--- src/rtl/qcnt_pkg.sv ---
package qcnt_pkg;

    typedef enum logic [1:0] {
        RES_STEPDIR = 2'd0,
        RES_X1      = 2'd1,
        RES_X2      = 2'd2,
        RES_X4      = 2'd3
    } res_e;

    typedef enum logic [1:0] {
        RNG_FREE    = 2'd0,
        RNG_ONESHOT = 2'd1,
        RNG_MODN    = 2'd2,
        RNG_CLAMP   = 2'd3
    } rng_e;

    typedef enum logic [2:0] {
        IDX_NONE    = 3'd0,
        IDX_LOAD    = 3'd1,
        IDX_ZERO    = 3'd2,
        IDX_SNAP    = 3'd3,
        IDX_STCLR   = 3'd4,
        IDX_STLATCH = 3'd5,
        IDX_RSV6    = 3'd6,
        IDX_RSV7    = 3'd7
    } idx_e;

    localparam int LIVE_W = 5;
    localparam int HELD_W = 8;

    typedef struct packed {
        logic frozen;
        logic up;
        logic match;
        logic borrow;
        logic carry;
    } live_t;

endpackage

--- src/rtl/qcnt_decode.sv ---
module qcnt_decode
    import qcnt_pkg::*;
(
    input  logic clk,
    input  logic rst_n,
    input  res_e res,
    input  logic in_a,
    input  logic in_b,
    output logic step,
    output logic up
);

    typedef struct packed {
        logic a;
        logic b;
    } ph_t;

    ph_t ph_d, ph_q;
    logic a_chg, b_chg;

    always_comb begin
        ph_d.a = in_a;
        ph_d.b = in_b;
        a_chg  = in_a ^ ph_q.a;
        b_chg  = in_b ^ ph_q.b;
        step   = 1'b0;
        up     = 1'b0;
        case (res)
            RES_X4: begin
                step = a_chg ^ b_chg;
                up   = ph_q.b ^ in_a;
            end
            RES_X2: begin
                step = a_chg;
                up   = in_a ^ in_b;
            end
            RES_X1: begin
                step = a_chg & ~in_b & ~b_chg;
                up   = in_a;
            end
            default: begin
                step = a_chg & in_a;
                up   = in_b;
            end
        endcase
    end

    always_ff @(posedge clk or negedge rst_n) begin
        if (!rst_n) ph_q <= '0;
        else        ph_q <= ph_d;
    end

endmodule

--- src/rtl/qcnt_core.sv ---
module qcnt_core
    import qcnt_pkg::*;
#(
    parameter int CNT_W = 24
) (
    input  logic             clk,
    input  logic             rst_n,
    input  logic             step,
    input  logic             up,
    input  rng_e             rng,
    input  logic [CNT_W-1:0] mask,
    input  logic [CNT_W-1:0] lim,
    input  logic             do_zero,
    input  logic             do_load,
    input  logic             st_clr,
    output logic [CNT_W-1:0] cnt,
    output logic             carry,
    output logic             borrow,
    output logic             dir_up,
    output logic             frozen
);

    typedef struct packed {
        logic [CNT_W-1:0] cnt;
        logic             carry;
        logic             borrow;
        logic             up;
        logic             frozen;
    } core_t;

    core_t d, q;
    logic [CNT_W-1:0] cur, nxt;
    logic             c_ev, b_ev, halt, at_top;

    always_comb begin
        d      = q;
        cur    = q.cnt & mask;
        nxt    = cur;
        c_ev   = 1'b0;
        b_ev   = 1'b0;
        halt   = 1'b0;
        at_top = (rng == RNG_MODN || rng == RNG_CLAMP) ? (cur >= lim) : (cur == mask);
        if (up) begin
            if (at_top) begin
                c_ev = 1'b1;
                halt = (rng == RNG_ONESHOT);
                case (rng)
                    RNG_FREE, RNG_MODN: nxt = '0;
                    default:            nxt = cur;
                endcase
            end else begin
                nxt = (cur + 1'b1) & mask;
            end
        end else begin
            if (cur == '0) begin
                b_ev = 1'b1;
                halt = (rng == RNG_ONESHOT);
                case (rng)
                    RNG_FREE: nxt = mask;
                    RNG_MODN: nxt = lim;
                    default:  nxt = cur;
                endcase
            end else begin
                nxt = cur - 1'b1;
            end
        end

        if (do_zero) begin
            d.cnt    = '0;
            d.carry  = 1'b0;
            d.borrow = 1'b0;
            d.frozen = 1'b0;
        end else if (do_load) begin
            d.cnt    = lim;
            d.carry  = 1'b0;
            d.borrow = 1'b0;
            d.frozen = 1'b0;
        end else if (step && !q.frozen) begin
            d.cnt    = nxt;
            d.carry  = c_ev;
            d.borrow = b_ev;
            d.up     = up;
            d.frozen = halt;
        end

        if (st_clr) begin
            d.carry  = 1'b0;
            d.borrow = 1'b0;
        end
    end

    always_ff @(posedge clk or negedge rst_n) begin
        if (!rst_n) q <= '0;
        else        q <= d;
    end

    assign cnt    = q.cnt & mask;
    assign carry  = q.carry;
    assign borrow = q.borrow;
    assign dir_up = q.up;
    assign frozen = q.frozen;

endmodule

--- src/rtl/qcnt_status.sv ---
module qcnt_status
    import qcnt_pkg::*;
(
    input  logic              clk,
    input  logic              rst_n,
    input  live_t             live,
    input  logic              latch,
    input  logic              clr,
    output logic [HELD_W-1:0] held
);

    typedef struct packed {
        logic  s_match;
        logic  s_borrow;
        logic  s_carry;
        live_t copy;
    } held_t;

    held_t d, q;

    always_comb begin
        d = q;
        if (latch) d.copy = live;
        if (clr) begin
            d.s_carry  = 1'b0;
            d.s_borrow = 1'b0;
            d.s_match  = 1'b0;
        end else begin
            d.s_carry  = q.s_carry  | live.carry;
            d.s_borrow = q.s_borrow | live.borrow;
            d.s_match  = q.s_match  | live.match;
        end
    end

    always_ff @(posedge clk or negedge rst_n) begin
        if (!rst_n) q <= '0;
        else        q <= d;
    end

    assign held = q;

endmodule

--- src/rtl/qcnt_axis.sv ---
module qcnt_axis
    import qcnt_pkg::*;
#(
    parameter int CNT_W = 24
) (
    input  logic              clk,
    input  logic              rst_n,
    input  logic              in_a,
    input  logic              in_b,
    input  logic              in_idx,
    input  logic              wr_en,
    input  logic [1:0]        wr_sel,
    input  logic [CNT_W-1:0]  wr_data,
    input  logic              cmd_snap,
    input  logic              cmd_load,
    input  logic              cmd_zero,
    input  logic              cmd_stlatch,
    input  logic              cmd_stclr,
    output logic [6:0]        mode0_o,
    output logic [1:0]        mode1_o,
    output logic [CNT_W-1:0]  preset_o,
    output logic [CNT_W-1:0]  count_o,
    output logic [CNT_W-1:0]  snap_o,
    output logic [LIVE_W-1:0] live_o,
    output logic [HELD_W-1:0] held_o
);

    localparam int NBYTES = CNT_W / 8;

    typedef struct packed {
        logic [6:0]       mode0;
        logic [1:0]       mode1;
        logic [CNT_W-1:0] preset;
        logic [CNT_W-1:0] snap;
        logic             idx;
    } regs_t;

    regs_t d, q;

    res_e             res;
    rng_e             rng;
    idx_e             act;
    int unsigned      act_bytes;
    logic [CNT_W-1:0] mask, lim, cnt;
    logic [NBYTES-1:0] byte_eq;
    logic             idx_rise, do_zero, do_load, do_snap, do_clr, do_latch;
    logic             step, up, carry, borrow, dir_up, frozen;
    live_t            live;

    assign res = res_e'(q.mode0[1:0]);
    assign rng = rng_e'(q.mode0[3:2]);
    assign act = idx_e'(q.mode0[6:4]);

    always_comb begin
        act_bytes = 32'(q.mode1) + 32'd1;
        if (act_bytes > NBYTES) act_bytes = NBYTES;
    end

    for (genvar i = 0; i < NBYTES; i++) begin : g_byte
        assign mask[8*i +: 8] = (i < act_bytes) ? 8'hFF : 8'h00;
        assign byte_eq[i]     = (cnt[8*i +: 8] == lim[8*i +: 8]);
    end

    assign lim      = q.preset & mask;
    assign idx_rise = in_idx & ~q.idx;
    assign do_zero  = cmd_zero    | (idx_rise && act == IDX_ZERO);
    assign do_load  = cmd_load    | (idx_rise && act == IDX_LOAD);
    assign do_snap  = cmd_snap    | (idx_rise && act == IDX_SNAP);
    assign do_clr   = cmd_stclr   | (idx_rise && act == IDX_STCLR);
    assign do_latch = cmd_stlatch | (idx_rise && act == IDX_STLATCH);

    always_comb begin
        d     = q;
        d.idx = in_idx;
        if (wr_en) begin
            case (wr_sel)
                2'd0:    d.mode0  = wr_data[6:0];
                2'd1:    d.mode1  = wr_data[1:0];
                2'd2:    d.preset = wr_data;
                default: ;
            endcase
        end
        if (do_snap) d.snap = cnt;
    end

    always_ff @(posedge clk or negedge rst_n) begin
        if (!rst_n) q <= '0;
        else        q <= d;
    end

    qcnt_decode u_dec (
        .clk   (clk),
        .rst_n (rst_n),
        .res   (res),
        .in_a  (in_a),
        .in_b  (in_b),
        .step  (step),
        .up    (up)
    );

    qcnt_core #(.CNT_W(CNT_W)) u_core (
        .clk     (clk),
        .rst_n   (rst_n),
        .step    (step),
        .up      (up),
        .rng     (rng),
        .mask    (mask),
        .lim     (lim),
        .do_zero (do_zero),
        .do_load (do_load),
        .st_clr  (do_clr),
        .cnt     (cnt),
        .carry   (carry),
        .borrow  (borrow),
        .dir_up  (dir_up),
        .frozen  (frozen)
    );

    always_comb begin
        live.carry  = carry;
        live.borrow = borrow;
        live.match  = &byte_eq;
        live.up     = dir_up;
        live.frozen = frozen;
    end

    qcnt_status u_st (
        .clk   (clk),
        .rst_n (rst_n),
        .live  (live),
        .latch (do_latch),
        .clr   (do_clr),
        .held  (held_o)
    );

    assign mode0_o  = q.mode0;
    assign mode1_o  = q.mode1;
    assign preset_o = q.preset;
    assign count_o  = cnt;
    assign snap_o   = q.snap & mask;
    assign live_o   = live;

endmodule

--- config.mk ---
export PLATFORM = sky130hd
export DESIGN_NAME = qcnt_axis
export DESIGN_NICKNAME = d
export VERILOG_FILES = /design/src/rtl/qcnt_pkg.sv /design/src/rtl/qcnt_decode.sv /design/src/rtl/qcnt_core.sv /design/src/rtl/qcnt_status.sv /design/src/rtl/qcnt_axis.sv
export SDC_FILE = /design/constraint.sdc
export NUM_CORES = 1
export LEC_CHECK = 0
export ABC_CLOCK_PERIOD_IN_PS = 5150
export BUFFER_PORTS_ARGS = -buffer_cell sky130_fd_sc_hd__buf_2
export CAP_MARGIN = 25
export CORE_ASPECT_RATIO = 1.4
export CORE_MARGIN = 8
export CORE_UTILIZATION = 35
export CTS_BUF_LIST = sky130_fd_sc_hd__clkbuf_8
export DETAILED_ROUTE_END_ITERATION = 7
export PLACE_DENSITY_LB_ADDON = 0.2
export SYNTH_ARGS = -nofsm -noshare
export SYNTH_HDL_FRONTEND = slang
export SYNTH_SLANG_ARGS = --single-unit
--- constraint.sdc ---
create_clock -name clk -period 5.15 [get_ports clk]
set_input_delay 0.2575 -clock clk [delete_from_list [all_inputs] [get_ports clk]]
set_output_delay 0.2575 -clock clk [all_outputs]
set_load 0.01 [all_outputs]
==> flow_summary.ini, run 1 <==
[critical_path]
classification_of_the_worst_setup_path = reg -> reg
nature_of_the_critical_path_endpoint = register
setup.worst_path.start_class = register
largest_fanout_of_any_net_on_the_critical_path = 48
cp_common_cell = buf_4
max_stage_delay_ns = 0.76
critPathSlowestCell = a2111oi_0
cp_data_arrival_time_ns = 4.54
critical_path_cell_by_cell = buf_4, nand2_1, ha_1, nand4_1, a2111oi_0, buf_4, a21o_1, o21a_1, a21oi_1, and3_1, o31a_1
timing.critical_path.required_ns = 5.43

[routing]
post_detailed_route_wirelength_per_cell_microns = 22.47
routed_antenna_nets = 0
detailedRoute.firstPassIterationCount = 7
drt_iter0_drc = 457
remaining_drc_errors = 0
vias_after_detailed_routing = 6916
route.detailed.vias_per_inst = 5.876
wirelength_microns = 26440

[sta]
final.setup.tns_ns = 0
timing.max_slew.rel_slack_pct = 41.64
fin_skew_ns = 0.02298
timing_worst_slew_pin_value_ns = 0.8753
final-setup-viol-count = 0
slew_viol_final = 0
worst_hold_slack_ns = 0.07226
final.period_utilization_pct = 82.58
minimum_period_implied_by_the_final_worst_setup_slack_ns = 4.253
timing.final.hold_violations = 0
grt_setup_unrepaired = no
achievable-frequency_mhz = 235.1

[clock_tree]
cts.path.max_buffers = 2
clock_sinks = 96
post-cts-setup-buffers = 0
insertion_delay_ns = 0.41
cts_hold_repair.buffers = 4
cts.repair.resized = 0
tritoncts_clock_tree = yes
clk_transition_reported_paths_ns = 0.11
root_buffer = clkbuf_8
h-tree-depth = 3
tritoncts.num_buffers = 9

[synthesis]
synth.ff_latch_count = 96
post-synth-top-count-cell = dfrtp_1
synthCells = 871
synthesis.area_per_instance_sq_um = 8.300
synth_seq_area_share_pct = 33.23
yosysTopAreaCellShare_pct = 33.23
syn_area_sq_mm = 0.007229
synth_area_leaders = dfrtp_1 (33%), mux2_2 (7.0%), o21ai_0 (4.6%), nand2_1 (4.5%), ha_1 (4.3%)
synth.largest_area_cell = dfrtp_1
synth_enable_flop_cells = 0
synth.cells.most_frequent = dfrtp_1 (96), nand2_1 (87), o21ai_0 (67)
synthDistinctLibCells = 77
ys.warnings.count = 0
postSynthNetCount = 933
synth_top_flop_cell = dfrtp_1
async_flop_share_pct = 100.0

[placement]
finalWeightedCongestion = 0.8898
hpwl_microns = 18740
dpl_cell_area_sq_mm = 0.007747
numPortBuffers = 130

[global_route]
grt_pass1_vias = 7002
first_pass_grt_wire_length_microns = 41030
antenna_found_initial = 0
grt-ovfl-total = 0
grt_max_degree = 61
grt_use_total_pct = 20.89

[finish]
antenna_cells = 0
final_area_sq_mm = 0.008025
area_delta_synth_final_pct = 11.01
fillerInstances = 2144
post_route_cells_drive_above_1_share_pct = 25.52
nNetsFinal = 978

[pwr]
powerDensity_mw_per_mm2 = 355.7
vdd_ir_drop_max_mv = 0.1347
p_leak_nw = 3.680

[floorplan]
die_area_sq_mm = 0.02558
placeableCoreArea_sq_mm = 0.02040
row_cnt = 62
floorplan.initialDensity_pct = 35.43
pin_count = 131
die_w_microns = 137.5
dieHeight_microns = 186.1

[min_path]
timing.hold.worst.class = in -> reg

[flow_run]
max_cap_viol_count = 0

[run_status]
run_status = complete, no violations
-- placed cells by master, fill, tap and decap left out, types with 5 or more instances in the layout --
cell type and instances:
dfrtp_1 96, a21oi_1 46, o211ai_1 8, a211oi_1 7, a2111oi_0 7, o221ai_1 12, nand2_1 87, ha_1 25
nand4_1 12, nor2_1 41, o22ai_1 12, o31ai_1 7, nand3_1 34, and3_1 8, o21ai_0 67, mux2_2 45
nor3_1 25, a21o_1 5, o21a_1 8, buf_4 20, nor2b_1 8, and2_1 24, inv_1 37, clkbuf_8 9
nand2b_1 5, a31oi_1 16, xnor2_1 6, nor3b_1 5, buf_2 129, nor4_1 9, a221oi_1 7
-- final timing paths --
kind | from | to | slack, ns | cells after the start
max | mode1_o[1] | u_core.q[25] | 0.90 | 11
max reg2reg | mode1_o[1] | u_core.q[25] | 0.90 | 11
min reg2reg | q[19] | q[19] | 0.48 | 2
min | wr_data[11] | preset_o[11] | 0.07 | 2
min in group asynchronous | rst_n | preset_o[3] | 0.50 | 2
max in group asynchronous | rst_n | q[6] | 3.64 | 3
-- per-layer routing --
layer | global-route usage, % | vias up | share of wire (%)
met5 | 0 | - | 0
met4 | 11.60 | 0 | 4.4
met3 | 3.836 | 66 | 6.1
met2 | 34.41 | 279 | 48
met1 | 25.04 | 3353 | 41
li1 | - | 3218 | -
-- cell type report --
cell class / instances / area [sq um] / share of cell area [%]
repair buffers: 155 / 858.3 / 10.70
multi-input cells: 617 / 4086 / 50.92
clock buffers: 9 / 123.9 / 1.544
clock inverters: 7 / 95.09 / 1.185
flip-flops and latches: 96 / 2402 / 29.93
inverters: 37 / 138.9 / 1.731
well taps: 256 / 320.3 / 3.991
-- report_power, final --
| part | switching (mW) | internal [mW] | leakage (nW) |
|---|---|---|---|
| combinational | 0.754 | 0.459 | 2.34 |
| sequential | 0.197 | 0.861 | 1.23 |
| clock | 0.310 | 0.274 | 0.103 |
-- logic make-up (layout without fill, tap and decap cells) --
logic type / count (synthesis) / count (layout) / synth area share [%]
and+or+nand+nor: 283 / 283 / 20.04
AOI/OAI and AO/OA: 250 / 250 / 22.95
buffers and inverters: 158 / 208 / 10.68
DFF: 96 / 96 / 33.23
muxes: 49 / 49 / 7.563
adders and majority gates: 25 / 25 / 4.327
xor gates and xnor gates: 10 / 10 / 1.211
-- state kept, by name, summed over array words and instances (netlist names) --
name,cells
u_core.dir_up,1
preset_o,24
u_st.held,8
u_core.carry,1
mode1_o,2
u_core.frozen,1
mode0_o,7
u_dec.ph_q,2
u_core.q,24
q,25
u_core.borrow,1
-- stage by stage --
stage	total power, mW	worst slack, ns	util (%)	cells
4_1_cts	2.855	0.8812	39.24	1175
6_report	2.854	0.8971	39.34	1177
5_1_grt	3.034	0.6901	39.34	1177
2_1_floorplan	1.894	1.454	-	871
3_3_place_gp	2.257	1.121	37.92	1154
3_5_place_dp	2.269	0.8949	37.97	1155
-- critical path: cells and delay by family, from the launching register on --
family / cells / cell delay, ns
adders and majority gates: 1 / 0.35
AOI/OAI and AO/OA: 5 / 2.10
and+or+nand+nor: 3 / 0.63
DFF: 1 / 0.36
buffers and inverters: 2 / 0.65
No activity file was read; power rests on OpenSTA's default activity.
==> run 2: changes to the inputs <==
Settings changed: ABC_AREA from default to 1, ABC_CLOCK_PERIOD_IN_PS 5150 to 3800.
Clock period 5.15 ns to 3.8 ns, I/O delays scaled along.
==> run 2 against run 1 <==
  * Synthesized cell count increased by 36%
  * Critical endpoint is now u_core.q[24]
  * Maximum frequency increased by 31%
  * Final cell count increased by 32%
  * Combinational power increased by 48%
  * Flip-flop and latch count unchanged
  * Global-route usage decreased by 0.89 points
  * Largest power group unchanged
  * Worst setup slack got worse by 0.35 ns
  * First-iteration DRC count increased by 25%
  * Total power increased by 34%
  * Area after synthesis increased by 8.8%
==> flow_summary.ini, run 2 <==
[run_status]
run_status = complete, no violations

[pwr]
power_switching_mw = 1.802
combinationalPowerShare_pct = 46.9
power.clock.fraction_pct = 17.7
power.share.switching_pct = 47.16
share_seq_of_total_power_pct = 35.4
vdd_ir_drop_max_mv = 0.2103
p_int_mw = 2.019
powerDensity_mw_per_mm2 = 435.1
p_leak_nw = 4.741
total_power_mw = 3.820

[sta]
grt_setup_unrepaired = no
final-setup-viol-count = 0
achievable-frequency_mhz = 307.5
fin_skew_ns = 0.01934
timing_worst_slew_pin_value_ns = 0.8827
timing.max_slew.rel_slack_pct = 41.09
final.setup.tns_ns = 0
final.period_utilization_pct = 85.59
minimum_period_implied_by_the_final_worst_setup_slack_ns = 3.252
timing.final.hold_violations = 0
final_critical_path_setup_slack_ns = 0.5476
slew_viol_final = 0
worst_hold_slack_ns = 0.02341

[flow_run]
max_cap_viol_count = 0

[critical_path]
critical_path_end = u_core.q[24]
critical_path.startpoint = mode1_o[1]
timing.critical_path.required_ns = 4.14
setup.worst_path.start_class = register
rr_endpoint = u_core.q[24]
cp_data_arrival_time_ns = 3.59
r2r_depth = 19
timing.reg2reg.setup_slack_ns = 0.55
classification_of_the_worst_setup_path = reg -> reg
nature_of_the_critical_path_endpoint = register
largest_fanout_of_any_net_on_the_critical_path = 25
reg2reg_from = mode1_o[1]

[clock_tree]
cts.path.max_buffers = 2
tritoncts.num_buffers = 9
clock_sinks = 96
clk_transition_reported_paths_ns = 0.10
insertion_delay_ns = 0.41
h-tree-depth = 3
cts.repair.resized = 0
tritoncts_clock_tree = yes
root_buffer = clkbuf_8

[synthesis]
synthDistinctLibCells = 44
synth_area_leaders = dfrtp_1 (31%), nand2_1 (16%), nand3_1 (7.8%), inv_1 (5.9%), nor2_1 (5.8%)
postSynthNetCount = 1243
synth.cells.most_frequent = nand2_1 (342), inv_1 (123), nand3_1 (122)
synth_enable_flop_cells = 0
synthesis.area_per_instance_sq_um = 6.658
post-synth-top-count-cell = nand2_1
synthCells = 1181
yosysTopAreaCellShare_pct = 30.55
synth.ff_latch_count = 96
synth.largest_area_cell = dfrtp_1
async_flop_share_pct = 100.0
synth_seq_area_share_pct = 30.55
ys.warnings.count = 0
synth_top_flop_cell = dfrtp_1
syn_area_sq_mm = 0.007863

[floorplan]
row_cnt = 65
die_area_sq_mm = 0.02758
placeableCoreArea_sq_mm = 0.02228
floorplan.initialDensity_pct = 35.28
die_w_microns = 142.7
pin_count = 131
dieHeight_microns = 193.3

[finish]
area_delta_synth_final_pct = 11.68
post_route_cells_drive_above_1_share_pct = 18.76
antenna_cells = 0
nNetsFinal = 1315
largest_register_ffs = 25
final_cell_mix = nand2_1 (342), buf_2 (129), inv_1 (123), nand3_1 (122), nor2_1 (121)
fillerInstances = 2478
final-seq-area_sq_mm = 0.002402
multiInputGateArea_sq_mm = 0.004357
top_register = q
finalCoreUtilization_pct = 39.40
final_common_cell = nand2_1

[placement]
placement.setup.worst_slack_ns = 0.5698
numPortBuffers = 130
hpwl_microns = 20720
finalWeightedCongestion = 0.9293

[global_route]
antenna_found_initial = 0
first_pass_grt_wire_length_microns = 43240
grt_use_total_pct = 20.00
grt-ovfl-total = 0
grt_pass1_vias = 7755
grt_max_degree = 49

[min_path]
timing.hold.worst.class = in -> reg
hold_start = wr_data[20]
holdPathStages = 2

[routing]
drt_iter0_drc = 573
post_detailed_route_wirelength_per_cell_microns = 17.64
route.detailed.vias_per_inst = 5.005
detailedRoute.firstPassIterationCount = 5
routed_antenna_nets = 0
remaining_drc_errors = 0
wirelength_microns = 27510
vias_after_detailed_routing = 7803
run 2: changes by cell type in the layout (fill, tap and decap cells not counted), sizes merged, moves of 15 or more:
cell	change
nand2	+264
nor2	+100
inv	+96
nand3	+91
mux2	-30
and2	-23
xor2	+23
a31oi	-15
o21ai	-15
run 2: timing repair:
item / CTS / global route
hold endpoints to repair: 51 / 0
hold buffers: 12 / 0
buffers inserted: 0 / 0
run 2: per-layer routing:
layer	vias up	track usage (%)	wire length (microns)
met5	-	0	0
met3	47	3.130	1551
met1	3620	25.10	11970
li1	3861	-	-
met4	0	8.531	928
met2	275	33.13	13050
run 2: worst min-delay path by stage:
stage | end | slack, ns
final | preset_o[20] | 0.02
after global placement | mode0_o[6] | 0.23
after CTS | preset_o[20] | 0.003
after detailed placement | mode0_o[6] | 0.24
after global routing | preset_o[22] | 0.01
after floorplan | mode0_o[0] | -0.11
run 2: final cells by class:
type / count / area share, %
Multi-Input combinational cell: 848 / 49.62
Tap cell: 301 / 4.289
Clock inverter: 6 / 0.5700
Inverter: 133 / 5.685
Timing Repair Buffer: 165 / 10.91
Sequential cell: 96 / 27.36
Clock buffer: 10 / 1.567
run 2: cell families (layout without fill, tap and decap cells):
| group | count (synthesis) | count (layout) | share of synthesized area (%) |
|---|---|---|---|
| adder cells (fa/ha/maj) | 25 | 25 | 3.978 |
| buffers and inverters | 237 | 314 | 14.11 |
| AO/OA/AOI/OAI | 128 | 128 | 9.405 |
| multiplexers | 15 | 15 | 2.148 |
| AND/OR/NAND/NOR | 652 | 652 | 36.68 |
| XOR/XNOR | 28 | 28 | 3.119 |
| flip-flops | 96 | 96 | 30.55 |
run 2: worst max-delay path: stages (launching register included):
cell and delay [ns]:
dfrtp_1 0.51, nor2_8 0.45, nor2_2 0.18, ha_1 0.34, nand2_1 0.07, nor2_1 0.19
nand2_1 0.07, nor2_1 0.14, nand3_2 0.12, nand2_1 0.09, nor2_1 0.05, nand2_1 0.06
nand2_2 0.08, nand2_4 0.29, nand2_1 0.09, nand3_1 0.13, nand3_1 0.10, nand2_1 0.08
nand2_1 0.05, nand2_1 0.07
run 2: power groups by stage:
stage	clock (mW)	combinational [mW]	sequential (mW)
4_1_cts	0.713	1.79	1.35
5_1_grt	0.742	1.99	1.37
3_5_place_dp	0	1.77	1.37
3_3_place_gp	0	1.78	1.37
6_report	0.675	1.79	1.35
2_1_floorplan	0	1.37	1.27
run 2: per-stage QoR:
stage / area, sq um / std cells
2_1_floorplan: 7863 / 1181
3_3_place_gp: 8473 / 1531
3_5_place_dp: 8473 / 1531
4_1_cts: 8781 / 1559
5_1_grt: 8781 / 1559
6_report: 8781 / 1559
==> run 3: changes to the inputs <==
Settings changed: ABC_AREA 1 to 0.
==> run 3 against run 2 <==
  * Sequential power is essentially flat
  * First-iteration DRC count grew 35%
  * Maximum frequency shrank 9.3%
  * Critical path depth shrank 6
  * Global-route usage grew 1.3 points
  * Via count shrank 7.5%
  * Sequential share of layout area grew 1.5 points
  * Clock-buffer cell count shrank 1
  * Non-clock buffer count grew 31
  * Cell area shrank 5.1%
  * Critical endpoint is now u_core.q[17]
==> flow_summary.ini, run 3 (same netlist as run 1, synthesis figures left out) <==
[critical_path]
max_stage_delay_ns = 0.49
cp_num_buf_inv = 2
critical_path.startpoint = mode1_o[0]
rr_endpoint = u_core.q[17]
cp_data_arrival_time_ns = 3.90
critPathSlowestCell = or4_4
largest_fanout_of_any_net_on_the_critical_path = 18
timing.reg2reg.setup_slack_ns = 0.21
critical_path_cell_count = 13
reg2reg_from = mode1_o[0]
r2r_depth = 13
nature_of_the_critical_path_endpoint = register
critical_path.top_delay_family = simple AND/OR/NAND/NOR gates
critical_path_cell_by_cell = or2_2, nand2_1, inv_1, ha_1, a21oi_1, o21a_1, o221ai_1, a21o_1, o21a_1, buf_4, or4_4, and3_1, o211a_1
classification_of_the_worst_setup_path = reg -> reg
cp_common_cell = o21a_1
timing.critical_path.required_ns = 4.11
critical_path_end = u_core.q[17]
setup.worst_path.start_class = register

[finish]
final_common_cell = buf_2
nNetsFinal = 1019
multiInputGateArea_sq_mm = 0.004076
top_register = q
final-seq-area_sq_mm = 0.002402
antenna_cells = 0
final_cell_mix = buf_2 (129), dfrtp_1 (96), nand2_1 (87), o21ai_0 (67), buf_4 (53)
post_route_cells_drive_above_1_share_pct = 27.75
largest_register_ffs = 25
fillerInstances = 2121
area_delta_synth_final_pct = 15.28

[global_route]
first_pass_grt_wire_length_microns = 41810
antenna_found_initial = 0
grt_max_degree = 49
grt-ovfl-total = 0
grt_pass1_vias = 7237
grt_use_total_pct = 21.28

[min_path]
timing.hold.worst.class = in -> reg
hold_start = wr_data[22]

[clock_tree]
insertion_delay_ns = 0.41
clk_transition_reported_paths_ns = 0.12
clock_sinks = 96
root_buffer = clkbuf_8
tritoncts.num_buffers = 9
cts.repair.resized = 0
tritoncts_clock_tree = yes
h-tree-depth = 3
cts.path.max_buffers = 2

[sta]
slew_viol_final = 0
timing.max_slew.rel_slack_pct = 49.01
final_critical_path_setup_slack_ns = 0.2140
final-setup-viol-count = 0
final.setup.tns_ns = 0
achievable-frequency_mhz = 278.9
fin_skew_ns = 0.02063
timing.final.hold_violations = 0
minimum_period_implied_by_the_final_worst_setup_slack_ns = 3.586
final.period_utilization_pct = 94.37
timing_worst_slew_pin_value_ns = 0.7548
grt_setup_unrepaired = no

[floorplan]
die_w_microns = 137.5
die_area_sq_mm = 0.02558
dieHeight_microns = 186.1
floorplan.initialDensity_pct = 35.43
pin_count = 131
row_cnt = 62
placeableCoreArea_sq_mm = 0.02040

[pwr]
total_power_mw = 3.869
p_leak_nw = 3.873
vdd_ir_drop_max_mv = 0.1925
powerDensity_mw_per_mm2 = 464.2

[routing]
detailedRoute.firstPassIterationCount = 6
routed_antenna_nets = 0
vias_after_detailed_routing = 7219
route.detailed.vias_per_inst = 5.927
drt_iter0_drc = 773
wirelength_microns = 26950
remaining_drc_errors = 0
post_detailed_route_wirelength_per_cell_microns = 22.13

[run_status]
run_status = complete, no violations

[placement]
hpwl_microns = 19740
placement.setup.worst_slack_ns = 0.2761
finalWeightedCongestion = 0.9575
numPortBuffers = 130

[flow_run]
max_cap_viol_count = 0
## run 3: changes by cell type in the layout (fill, tap and decap cells not counted), moves of 23 or more
cell	change
and2_1	+23
mux2_2	+30
xor2_1	-23
nand2_1	-255
buf_4	+30
nor2_1	-80
inv_1	-87
nand3_1	-88
## run 3: report_power, final
part           internal (mW)  leakage [nW]  total, mW  switching (mW)
Combinational          0.700          2.55       1.80            1.10
Sequential              1.17          1.23       1.38           0.214
Clock                  0.251        0.0888      0.683           0.432
Total                   2.12          3.87       3.87            1.75
## run 3: routing by layer
layer  wire (microns)  track usage [%]  vias to the layer above
met5                0                0                        -
met4             1109            11.16                        0
met3             1883            3.728                       61
met2            12930            34.47                      323
met1            11030            26.35                     3524
li1                 -                -                     3311
## run 3: how the worst min path moves through the flow
stage                   endpoint  slack [ns]  cells after the start
floorplan             mode0_o[0]       -0.11                      0
CTS                 preset_o[18]      0.0007                      2
global placement     preset_o[4]        0.24                      1
detailed placement   preset_o[4]        0.24                      1
finish              preset_o[22]        0.02                      2
global route        preset_o[23]        0.02                      2
## run 3: what timing repair did
item                      in CTS  in global routing
hold endpoints to repair      52                  0
hold buffers                  12                  0
buffers inserted               0                  0
## run 3: final cells by class
class                   count  area share, %
clock buffers               9          1.486
well taps                 256          3.843
multi-input cells         617          48.91
repair buffers            196          14.53
inverters                  37          1.666
clock inverters             7         0.7356
flip-flops and latches     96          28.82
## run 3: through the flow
step	std cells	util, %	cell area (sq um)	hold WS, ns
4_1_cts	1218	40.85	8334	0.0007292
5_1_grt	1218	40.85	8334	0.01975
6_report	1218	40.85	8334	0.02265
2_1_floorplan	871	-	7229	-0.1056
3_3_place_gp	1189	39.22	8001	0.2415
3_5_place_dp	1190	39.35	8029	0.2379
## run 3: worst register-to-register path: stages, from the launching register on
cell and delay, ns:
dfrtp_1 0.45, or2_2 0.45, nand2_1 0.17, inv_1 0.09
ha_1 0.31, a21oi_1 0.15, o21a_1 0.16, o221ai_1 0.18
a21o_1 0.25, o21a_1 0.21, buf_4 0.18, or4_4 0.49
and3_1 0.19, o211a_1 0.21
